$ cat src/rtl/ilk_pkg.sv
package ilk_pkg;
  localparam int NUM_UNITS = 5;
  localparam int UNIT_W    = 3;

  typedef enum logic [UNIT_W-1:0] {
    U_INT  = 3'd0,
    U_MEM  = 3'd1,
    U_FADD = 3'd2,
    U_FMUL = 3'd3,
    U_FDIV = 3'd4
  } unit_e;

  function automatic int imax(input int a, input int b);
    return (a > b) ? a : b;
  endfunction

  function automatic int cnt_bits(input int maxval);
    return (maxval < 1) ? 1 : $clog2(maxval + 1);
  endfunction
endpackage

$ cat src/rtl/ilk_regtrack.sv
module ilk_regtrack #(
  parameter int NREGS = 32,
  parameter int AW    = 5,
  parameter int CW    = 5
) (
  input  logic          clk,
  input  logic          rst_n,
  input  logic          wr_en,
  input  logic [AW-1:0] wr_idx,
  input  logic [CW-1:0] wr_lat,
  input  logic [AW-1:0] rd_idx1,
  input  logic [AW-1:0] rd_idx2,
  output logic          rd_pend1,
  output logic          rd_pend2
);
  logic [CW-1:0] cnt_q [NREGS];

  genvar gi;
  generate
    for (gi = 0; gi < NREGS; gi++) begin : g_reg
      if (gi == 0) begin : g_zero
        assign cnt_q[gi] = '0;
      end else begin : g_cnt
        logic          hit;
        logic          en;
        logic [CW-1:0] dec;
        logic [CW-1:0] cnt_d;

        always_comb begin
          hit   = wr_en && (wr_idx == AW'(gi));
          dec   = (cnt_q[gi] != '0) ? cnt_q[gi] - CW'(1) : '0;
          cnt_d = dec;
          if (hit && (wr_lat > dec)) begin
            cnt_d = wr_lat;
          end
          en = hit || (cnt_q[gi] != '0);
        end

        always_ff @(posedge clk or negedge rst_n) begin
          if (!rst_n) begin
            cnt_q[gi] <= '0;
          end else if (en) begin
            cnt_q[gi] <= cnt_d;
          end
        end

        AST_LAT_LOADED: assert property (@(posedge clk) disable iff (!rst_n)
          (wr_en && (wr_idx == AW'(gi))) |=> (cnt_q[gi] >= $past(wr_lat)));
        AST_NO_SPONTANEOUS: assert property (@(posedge clk) disable iff (!rst_n)
          (!(wr_en && (wr_idx == AW'(gi))) && (cnt_q[gi] == '0)) |=> (cnt_q[gi] == '0));
      end
    end
  endgenerate

  assign rd_pend1 = (cnt_q[rd_idx1] != '0);
  assign rd_pend2 = (cnt_q[rd_idx2] != '0);
endmodule

$ cat src/rtl/ilk_unit_busy.sv
module ilk_unit_busy #(
  parameter int II = 1
) (
  input  logic clk,
  input  logic rst_n,
  input  logic start,
  output logic free
);
  localparam int BW = (II > 1) ? $clog2(II) : 1;

  logic [BW-1:0] busy_q;
  logic [BW-1:0] busy_d;
  logic          en;

  always_comb begin
    busy_d = (busy_q != '0) ? busy_q - BW'(1) : '0;
    if (start) begin
      busy_d = BW'(II - 1);
    end
    en = start || (busy_q != '0);
  end

  always_ff @(posedge clk or negedge rst_n) begin
    if (!rst_n) begin
      busy_q <= '0;
    end else if (en) begin
      busy_q <= busy_d;
    end
  end

  assign free = (busy_q == '0);

  AST_NO_START_BUSY: assert property (@(posedge clk) disable iff (!rst_n)
    !free |-> !start);

  generate
    if (II > 1) begin : g_np
      AST_BLOCKS_NEXT: assert property (@(posedge clk) disable iff (!rst_n)
        start |=> !free);
    end else begin : g_pipe
      AST_BACK_TO_BACK: assert property (@(posedge clk) disable iff (!rst_n)
        start |=> free);
    end
  endgenerate
endmodule

$ cat src/rtl/lat_interlock.sv
module lat_interlock
  import ilk_pkg::*;
#(
  parameter int NREGS    = 32,
  parameter int LAT_INT  = 0,
  parameter int LAT_MEM  = 1,
  parameter int LAT_FADD = 3,
  parameter int LAT_FMUL = 6,
  parameter int LAT_FDIV = 24,
  parameter int II_INT   = 1,
  parameter int II_MEM   = 1,
  parameter int II_FADD  = 1,
  parameter int II_FMUL  = 1,
  parameter int II_FDIV  = 24,
  parameter int AW       = $clog2(NREGS)
) (
  input  logic              clk,
  input  logic              rst_n,
  input  logic              in_valid,
  input  logic [UNIT_W-1:0] in_unit,
  input  logic [AW-1:0]     in_dst,
  input  logic              in_dst_we,
  input  logic [AW-1:0]     in_src1,
  input  logic              in_src1_used,
  input  logic [AW-1:0]     in_src2,
  input  logic              in_src2_used,
  output logic              issue,
  output logic              stall
);
  localparam int LMAX = imax(imax(imax(LAT_INT, LAT_MEM), imax(LAT_FADD, LAT_FMUL)), LAT_FDIV);
  localparam int CW   = cnt_bits(LMAX);

  logic [UNIT_W-1:0]    unit_eff;
  logic [CW-1:0]        lat_sel;
  logic [NUM_UNITS-1:0] unit_free;
  logic [NUM_UNITS-1:0] unit_start;
  logic                 free_sel;
  logic                 pend1;
  logic                 pend2;
  logic                 hazard;

  always_comb begin
    unit_eff = (in_unit < UNIT_W'(NUM_UNITS)) ? in_unit : U_INT;
    case (unit_e'(unit_eff))
      U_MEM:   lat_sel = CW'(LAT_MEM);
      U_FADD:  lat_sel = CW'(LAT_FADD);
      U_FMUL:  lat_sel = CW'(LAT_FMUL);
      U_FDIV:  lat_sel = CW'(LAT_FDIV);
      default: lat_sel = CW'(LAT_INT);
    endcase
    free_sel = unit_free[unit_eff];
    hazard   = (in_src1_used && pend1) || (in_src2_used && pend2) || !free_sel;
    issue    = in_valid && !hazard;
    stall    = in_valid && hazard;
  end

  genvar gu;
  generate
    for (gu = 0; gu < NUM_UNITS; gu++) begin : g_unit
      localparam int II_U = (gu == 0) ? II_INT  :
                            (gu == 1) ? II_MEM  :
                            (gu == 2) ? II_FADD :
                            (gu == 3) ? II_FMUL : II_FDIV;
      assign unit_start[gu] = issue && (unit_eff == UNIT_W'(gu));
      ilk_unit_busy #(.II(II_U)) u_busy (
        .clk  (clk),
        .rst_n(rst_n),
        .start(unit_start[gu]),
        .free (unit_free[gu])
      );
    end
  endgenerate

  ilk_regtrack #(.NREGS(NREGS), .AW(AW), .CW(CW)) u_regs (
    .clk     (clk),
    .rst_n   (rst_n),
    .wr_en   (issue && in_dst_we),
    .wr_idx  (in_dst),
    .wr_lat  (lat_sel),
    .rd_idx1 (in_src1),
    .rd_idx2 (in_src2),
    .rd_pend1(pend1),
    .rd_pend2(pend2)
  );

  AST_IDLE_QUIET: assert property (@(posedge clk) disable iff (!rst_n)
    !in_valid |-> (!issue && !stall));
  AST_ONE_OF_TWO: assert property (@(posedge clk) disable iff (!rst_n)
    in_valid |-> (issue != stall));
  AST_RAW_HOLD: assert property (@(posedge clk) disable iff (!rst_n)
    (in_valid && in_src2_used && pend2) |-> stall);
  AST_UNUSED_SRC: assert property (@(posedge clk) disable iff (!rst_n)
    (in_valid && !in_src1_used && !in_src2_used && free_sel) |-> issue);
  AST_REG0_FREE: assert property (@(posedge clk) disable iff (!rst_n)
    (in_valid && (in_src1 == '0) && (in_src2 == '0) && free_sel) |-> issue);
  AST_HOLD_STALL: assert property (@(posedge clk) disable iff (!rst_n)
    (stall && (in_src1_used && pend1) && $stable(in_src1)) |=> (!in_valid || !$stable(in_src1) || stall || !pend1 || !in_src1_used));
endmodule

$ cat config.mk
export PLATFORM = sky130hd
export DESIGN_NAME = lat_interlock
export DESIGN_NICKNAME = d
export VERILOG_FILES = /design/src/rtl/ilk_pkg.sv /design/src/rtl/ilk_regtrack.sv /design/src/rtl/ilk_unit_busy.sv /design/src/rtl/lat_interlock.sv
export SDC_FILE = /design/constraint.sdc
export NUM_CORES = 1
export LEC_CHECK = 0
export BUFFER_PORTS_ARGS = -buffer_cell sky130_fd_sc_hd__buf_4
export CAP_MARGIN = 20
export CORE_MARGIN = 8
export CORE_UTILIZATION = 50
export DETAILED_ROUTE_END_ITERATION = 7
export PLACE_DENSITY = 0.68
export SLEW_MARGIN = 20
export SYNTH_ARGS = -nofsm -noshare
export SYNTH_HDL_FRONTEND = slang
export SYNTH_SLANG_ARGS = --single-unit
export TNS_END_PERCENT = 100
$ cat constraint.sdc
create_clock -name clk -period 8.7 [get_ports clk]
set_input_delay 2.61 -clock clk [delete_from_list [all_inputs] [get_ports clk]]
set_output_delay 2.61 -clock clk [all_outputs]
set_load 0.01 [all_outputs]
==> results_dict.tcl, run 1 <==
set metrics [dict create \
    synth_enable_flop_cells 0 \
    cts_hold_buffers 0 \
    fp.dieArea_sq_um 34800 \
    synth_area_sq_um 14500 \
    cts_setup_buffers 0 \
    grt_antenna_before_repair 5 \
    area_growth_syn_to_layout_pct 8.02 \
    htree_levels 4 \
    synth_nets 1884 \
    worst-endpoint-arrival_ns 4.99 \
    ranking_of_synthesized_cells_by_area "sky130_fd_sc_hd__dfrtp_1, sky130_fd_sc_hd__ha_1, sky130_fd_sc_hd__mux2i_1" \
    dp.final_hpwl_microns 33200 \
    synthArstFlopShare 1.00 \
    worst-endpoint-required_ns 6.09 \
    tritoncts "yes" \
    first_global_vias 13417 \
    holdWs_ns 0.489 \
    finish.net_count 1881 \
    antenna_left 0 \
    io_buffers 25 \
    cts.repair.resized 0 \
    final_layout_size_suffix_gt1_frac 0.0986 \
    setup_viol 0 \
    type_of_the_tightest_min_delay_check "flop to flop" \
    vias_per_cell 6.50 \
    power_density_nw_per_um2 358 \
    status "finished clean" \
    dieHeight_microns 186 \
    synth_area_per_cell_sq_um 8.52 \
    worst_pin_slew_ns 1.13 \
    rsz_0062_raised_after_global_routing "no" \
    report.final.slew_viol_count 0 \
    cts-root-buf "sky130_fd_sc_hd__clkbuf_16" \
    power.ir.vdd_worst_mv 0.182 \
    clockBufferDepth 2 \
    timing.final.ws_setup_ns 1.10 \
    crit_type "input pin to output port" \
    fill_cells 2603 \
    drc_errors 0 \
    fp-row-count 62 \
    setup_tns_ns 0 \
    dr_total_vias 13658 \
    crit_start_category "input pin" \
    post_synth_most_frequent_cells "sky130_fd_sc_hd__dfrtp_1, sky130_fd_sc_hd__nor2_1, sky130_fd_sc_hd__ha_1, sky130_fd_sc_hd__nand2_1, sky130_fd_sc_hd__inv_1" \
    maxSlewHeadroom 0.245 \
    max-cap-violations 0 \
    core-area_sq_um 28600 \
    routed_wire_length_per_instance_microns 21.9 \
    synth_sequential_area_ratio 0.276 \
    place_congestion 0.973 \
    number_of_clock_buffers_inserted_by_tritoncts 17 \
    ys_ff_latch 160 \
    ios 26 \
    drt_pre_antenna_iters 7 \
    post-synth-top-count-cell "sky130_fd_sc_hd__dfrtp_1" \
    dpl_worst_slack_ns 1.14 \
    synth.largest_area_cell "sky130_fd_sc_hd__dfrtp_1" \
    grt_first_pass_wirelength_microns 72700 \
    layout_worst_path_cycle_share 0.874 \
    starting_density_of_the_core 0.507 \
    finalHoldViolations 0 \
    cellLeakagePower_uw 0.00694 \
    layout_min_cycle_time_ns 7.60 \
    cts.reportedPaths.clkPinSlew_ns 0.06 \
    ys_dominant_reg_cell "sky130_fd_sc_hd__dfrtp_1" \
    netlist-cell-type-count 85 \
    pin_count_of_the_biggest_net_entering_global_routing 93 \
    track_usage 0.260 \
    multiInputGateArea_sq_um 9830 \
    post-synth-top-area-fraction 0.276 \
    first_iter_violations 1117 \
    die_w_microns 186 \
    reg2reg_slack_ns 4.44 \
    number_of_warnings_issued_by_yosys 0 \
    clk_latency_ns 0.45 \
    crit_fanout 49 \
    clkSinkCount 160 \
    achievable-frequency_mhz 132 \
    netlist_instances 1704 \
    grt.overflow.total 0 \
    crit_path_end_kind "output port" \
    wl_microns 46000 \
    ff_latch_area_sq_um 4000 \
    fin_skew_ns 0.0157 \
]
path summary, 6_finish.rpt:
path                                            startpoint                         end  cells past startpoint
worst min register to register  g_unit[4].u_busy.busy_q[3]  g_unit[4].u_busy.busy_q[3]                      1
min in group asynchronous                            rst_n           u_regs.cnt_q[127]                      1
max in group asynchronous                            rst_n             u_regs.cnt_q[2]                      2
worst max register to register            u_regs.cnt_q[25]            u_regs.cnt_q[25]                      9
worst max-delay path                            in_unit[2]                       issue                      9
worst min-delay path            g_unit[4].u_busy.busy_q[3]  g_unit[4].u_busy.busy_q[3]                      1
metal layers:
layer	vias up	share of wire	GRT usage
li1	6359	-	-
met2	512	0.46	0.420
met4	0	0.042	0.133
met1	6652	0.42	0.327
met3	135	0.071	0.0496
met5	-	0	0
worst max-delay path: stages:
cell,delay (ns)
sky130_fd_sc_hd__buf_4,0.12
sky130_fd_sc_hd__or3b_2,0.18
sky130_fd_sc_hd__buf_4,0.54
sky130_fd_sc_hd__inv_2,0.42
sky130_fd_sc_hd__nand2_1,0.19
sky130_fd_sc_hd__o211ai_1,0.30
sky130_fd_sc_hd__a211oi_4,0.34
sky130_fd_sc_hd__and2_1,0.17
sky130_fd_sc_hd__buf_4,0.11
sequential cells by signal (all words and copies together) (netlist names):
register	flops
u_regs.cnt_q	155
g_unit.u_busy.busy_q	5
stage by stage:
step	util	instance area [sq um]	instances	total power, uW
3_3_place_gp	0.527	15100	2066	4660
4_1_cts	0.548	15700	2098	5590
3_5_place_dp	0.527	15100	2066	4780
6_report	0.548	15700	2101	5620
5_1_grt	0.548	15700	2101	6150
2_1_floorplan	-	14500	1704	3980
power breakdown:
part           total, uW  switching (uW)  internal, uW
clock network        784             345           439
logic               3400            1870          1530
registers           1440             374          1070
area by class of cell:
class | instances | area share
multi-input combinational | 1365 | 0.627
sequential | 160 | 0.255
tap | 384 | 0.0306
clock buffer | 20 | 0.0291
inverter | 111 | 0.0266
timing repair buffer | 46 | 0.0230
clock inverter | 12 | 0.00853
antenna | 3 | 0.000478
cells by family after synthesis:
family,share of synthesized area
adders and majority gates,0.145
AOI/OAI and AO/OA,0.200
DFF,0.276
and+or+nand+nor,0.219
xor gates and xnor gates,0.0368
buffers and inverters,0.0485
muxes,0.0745
layout by cell type, fill, tap and decap left out, types with 19 or more instances in the layout:
master and count:
sky130_fd_sc_hd__mux2_2 21, sky130_fd_sc_hd__a21o_1 22, sky130_fd_sc_hd__nor4_1 19, sky130_fd_sc_hd__xor2_1 29, sky130_fd_sc_hd__o311ai_0 26, sky130_fd_sc_hd__nand4_1 37, sky130_fd_sc_hd__o211ai_1 41, sky130_fd_sc_hd__dfrtp_1 160
sky130_fd_sc_hd__nand3_1 59, sky130_fd_sc_hd__or2_2 30, sky130_fd_sc_hd__ha_1 156, sky130_fd_sc_hd__nand2_1 113, sky130_fd_sc_hd__inv_1 108, sky130_fd_sc_hd__mux2i_1 80, sky130_fd_sc_hd__buf_4 44, sky130_fd_sc_hd__xnor2_1 32
sky130_fd_sc_hd__nor2_1 158, sky130_fd_sc_hd__nor3_1 80, sky130_fd_sc_hd__o21ai_0 94, sky130_fd_sc_hd__a21oi_1 61
(Power assumes the default switching activity.)
==> run 2, diff against run 1 <==
--- a/config.mk
+++ b/config.mk
@@ -5,12 +5,14 @@
 export SDC_FILE = /design/constraint.sdc
 export NUM_CORES = 1
 export LEC_CHECK = 0
+export ABC_AREA = 0
 export BUFFER_PORTS_ARGS = -buffer_cell sky130_fd_sc_hd__buf_4
 export CAP_MARGIN = 20
 export CORE_MARGIN = 8
 export CORE_UTILIZATION = 50
 export DETAILED_ROUTE_END_ITERATION = 7
 export PLACE_DENSITY = 0.68
+export REMOVE_ABC_BUFFERS = 1
 export SLEW_MARGIN = 20
 export SYNTH_ARGS = -nofsm -noshare
 export SYNTH_HDL_FRONTEND = slang
==> run 2 against run 1 <==
Net effect:
- final cell count shrank 0.29%
- design area shrank 0.10%
- largest power group unchanged
- clock skew shrank 0.0028 ns
- critical path type unchanged
==> results_dict.tcl, run 2 (synthesis gave the netlist of run 1 again) <==
set metrics [dict create \
    status "finished clean" \
    area_growth_syn_to_layout_pct 7.91 \
    cts.reportedPaths.clkPinSlew_ns 0.06 \
    finish.net_count 1879 \
    achievable-frequency_mhz 135 \
    power.ir.vdd_worst_mv 0.159 \
    vias_per_cell 6.50 \
    largest_register "u_regs.cnt_q" \
    tritoncts "yes" \
    dieHeight_microns 186 \
    first_iter_violations 1265 \
    critical_path.reg2reg.endpoint "u_regs.cnt_q[97]" \
    layout_common_cells "sky130_fd_sc_hd__dfrtp_1, sky130_fd_sc_hd__nor2_1, sky130_fd_sc_hd__ha_1" \
    clockBufferDepth 2 \
    io_buffers 25 \
    dpl-instance-area_sq_um 15100 \
    antenna_left 0 \
    post-route-cell-area_sq_um 15700 \
    first_global_vias 12955 \
    clk_latency_ns 0.45 \
    final_layout_size_suffix_gt1_frac 0.0965 \
    cts-root-buf "sky130_fd_sc_hd__clkbuf_16" \
    crit_path_end_kind "output port" \
    place_congestion 0.957 \
    finalHoldViolations 0 \
    pin_count_of_the_biggest_net_entering_global_routing 98 \
    max-cap-violations 0 \
    maxSlewHeadroom 0.304 \
    clkSinkCount 160 \
    power_density_nw_per_um2 356 \
    cellLeakagePower_uw 0.00694 \
    crit_type "input pin to output port" \
    fp.dieArea_sq_um 34800 \
    cts.repair.resized 0 \
    htree_levels 4 \
    track_usage 0.255 \
    report.final.slew_viol_count 0 \
    cts_setup_buffers 0 \
    dp.final_hpwl_microns 32300 \
    holdPathStages 1 \
    number_of_clock_buffers_inserted_by_tritoncts 17 \
    multiInputGateArea_sq_um 9830 \
    final_common_cell "sky130_fd_sc_hd__dfrtp_1" \
    drc_errors 0 \
    drt_pre_antenna_iters 5 \
    dr_total_vias 13612 \
    worst_pin_slew_ns 1.04 \
    rsz_0062_raised_after_global_routing "no" \
    cts_hold_buffers 0 \
    worstReg2RegStart "u_regs.cnt_q[1]" \
    starting_density_of_the_core 0.507 \
    grt_antenna_before_repair 1 \
    fin_total_pwr_uw 5590 \
    layout_min_cycle_time_ns 7.39 \
    crit_fanout 32 \
    die_w_microns 186 \
    setup_viol 0 \
    grt.overflow.total 0 \
    min_to "g_unit[4].u_busy.busy_q[3]" \
    ff_latch_area_sq_um 4000 \
    fill_cells 2595 \
    ios 26 \
    wl_microns 44900 \
    worst-endpoint-arrival_ns 4.78 \
    worst-endpoint-required_ns 6.09 \
    ff2ff_path_depth 9 \
    reg2reg_slack_ns 4.70 \
    fp-row-count 62 \
    layout_worst_path_cycle_share 0.849 \
    type_of_the_tightest_min_delay_check "flop to flop" \
    routed_wire_length_per_instance_microns 21.4 \
    grt_first_pass_wirelength_microns 71700 \
    core-area_sq_um 28600 \
    largest_reg_flops 155 \
    fin_skew_ns 0.0129 \
    crit_start_category "input pin" \
    regs_by_ff_count "u_regs.cnt_q (155), g_unit.u_busy.busy_q (5)" \
    hold_path_startpoint "g_unit[4].u_busy.busy_q[3]" \
]
-- run 2: cell types whose count changed in the layout (fill, tap and decap cells not counted), sizes merged --
cell | before | now
buf | 46 | 44
diode | 3 | 1
clkbuf | 20 | 18
bufinv | 2 | 4
inv | 112 | 111
clkinvlp | 5 | 2
clkinv | 4 | 6
-- run 2: power breakdown --
group	internal [uW]	leakage [uW]	total (uW)	switching [uW]
clock	474	0.000291	804	329
sequential	1070	0.00200	1430	365
combinational	1520	0.00465	3350	1830
-- run 2: cell type report --
type	instances	area share
multi-input combinational	1365	0.627
sequential	160	0.255
tap	384	0.0307
clock buffer	18	0.0274
inverter	111	0.0266
timing repair buffer	44	0.0221
clock inverter	12	0.0108
antenna	1	0.000160
-- run 2: metrics by stage --
step                      worst slack [ns]  hold WS [ns]   util  TNS, ns  instances
final                                 1.31         0.486  0.548        0       2095
after CTS                             1.34         0.488  0.547        0       2094
after floorplan                     -0.118         0.449      -   -0.118       1636
after detailed placement              1.34         0.474  0.527        0       2064
after global placement                1.38         0.474  0.527        0       2064
after global routing                  1.12         0.509  0.548        0       2095
-- run 2: critical path: stages --
cell	delay, ns
sky130_fd_sc_hd__buf_4	0.21
sky130_fd_sc_hd__nor2b_1	0.20
sky130_fd_sc_hd__a221o_1	0.32
sky130_fd_sc_hd__o311a_1	0.36
sky130_fd_sc_hd__a32o_1	0.38
sky130_fd_sc_hd__a211oi_4	0.32
sky130_fd_sc_hd__and2_1	0.23
sky130_fd_sc_hd__buf_4	0.15
-- run 2: metal layers --
layer | GRT usage | up-vias | wire, microns
met3 | 0.0535 | 94 | 3260
met1 | 0.339 | 6668 | 19900
met4 | 0.0922 | 0 | 1380
met5 | 0.00568 | - | 0
met2 | 0.404 | 498 | 20300
li1 | - | 6352 | -
-- run 2: worst max-delay path by stage --
stage	startpoint	end
detailed placement	in_src2[1]	issue
global placement	in_src2[1]	issue
floorplan	in_unit[2]	issue
finish	in_src2[1]	issue
global route	in_src2[0]	issue
CTS	in_src2[1]	issue
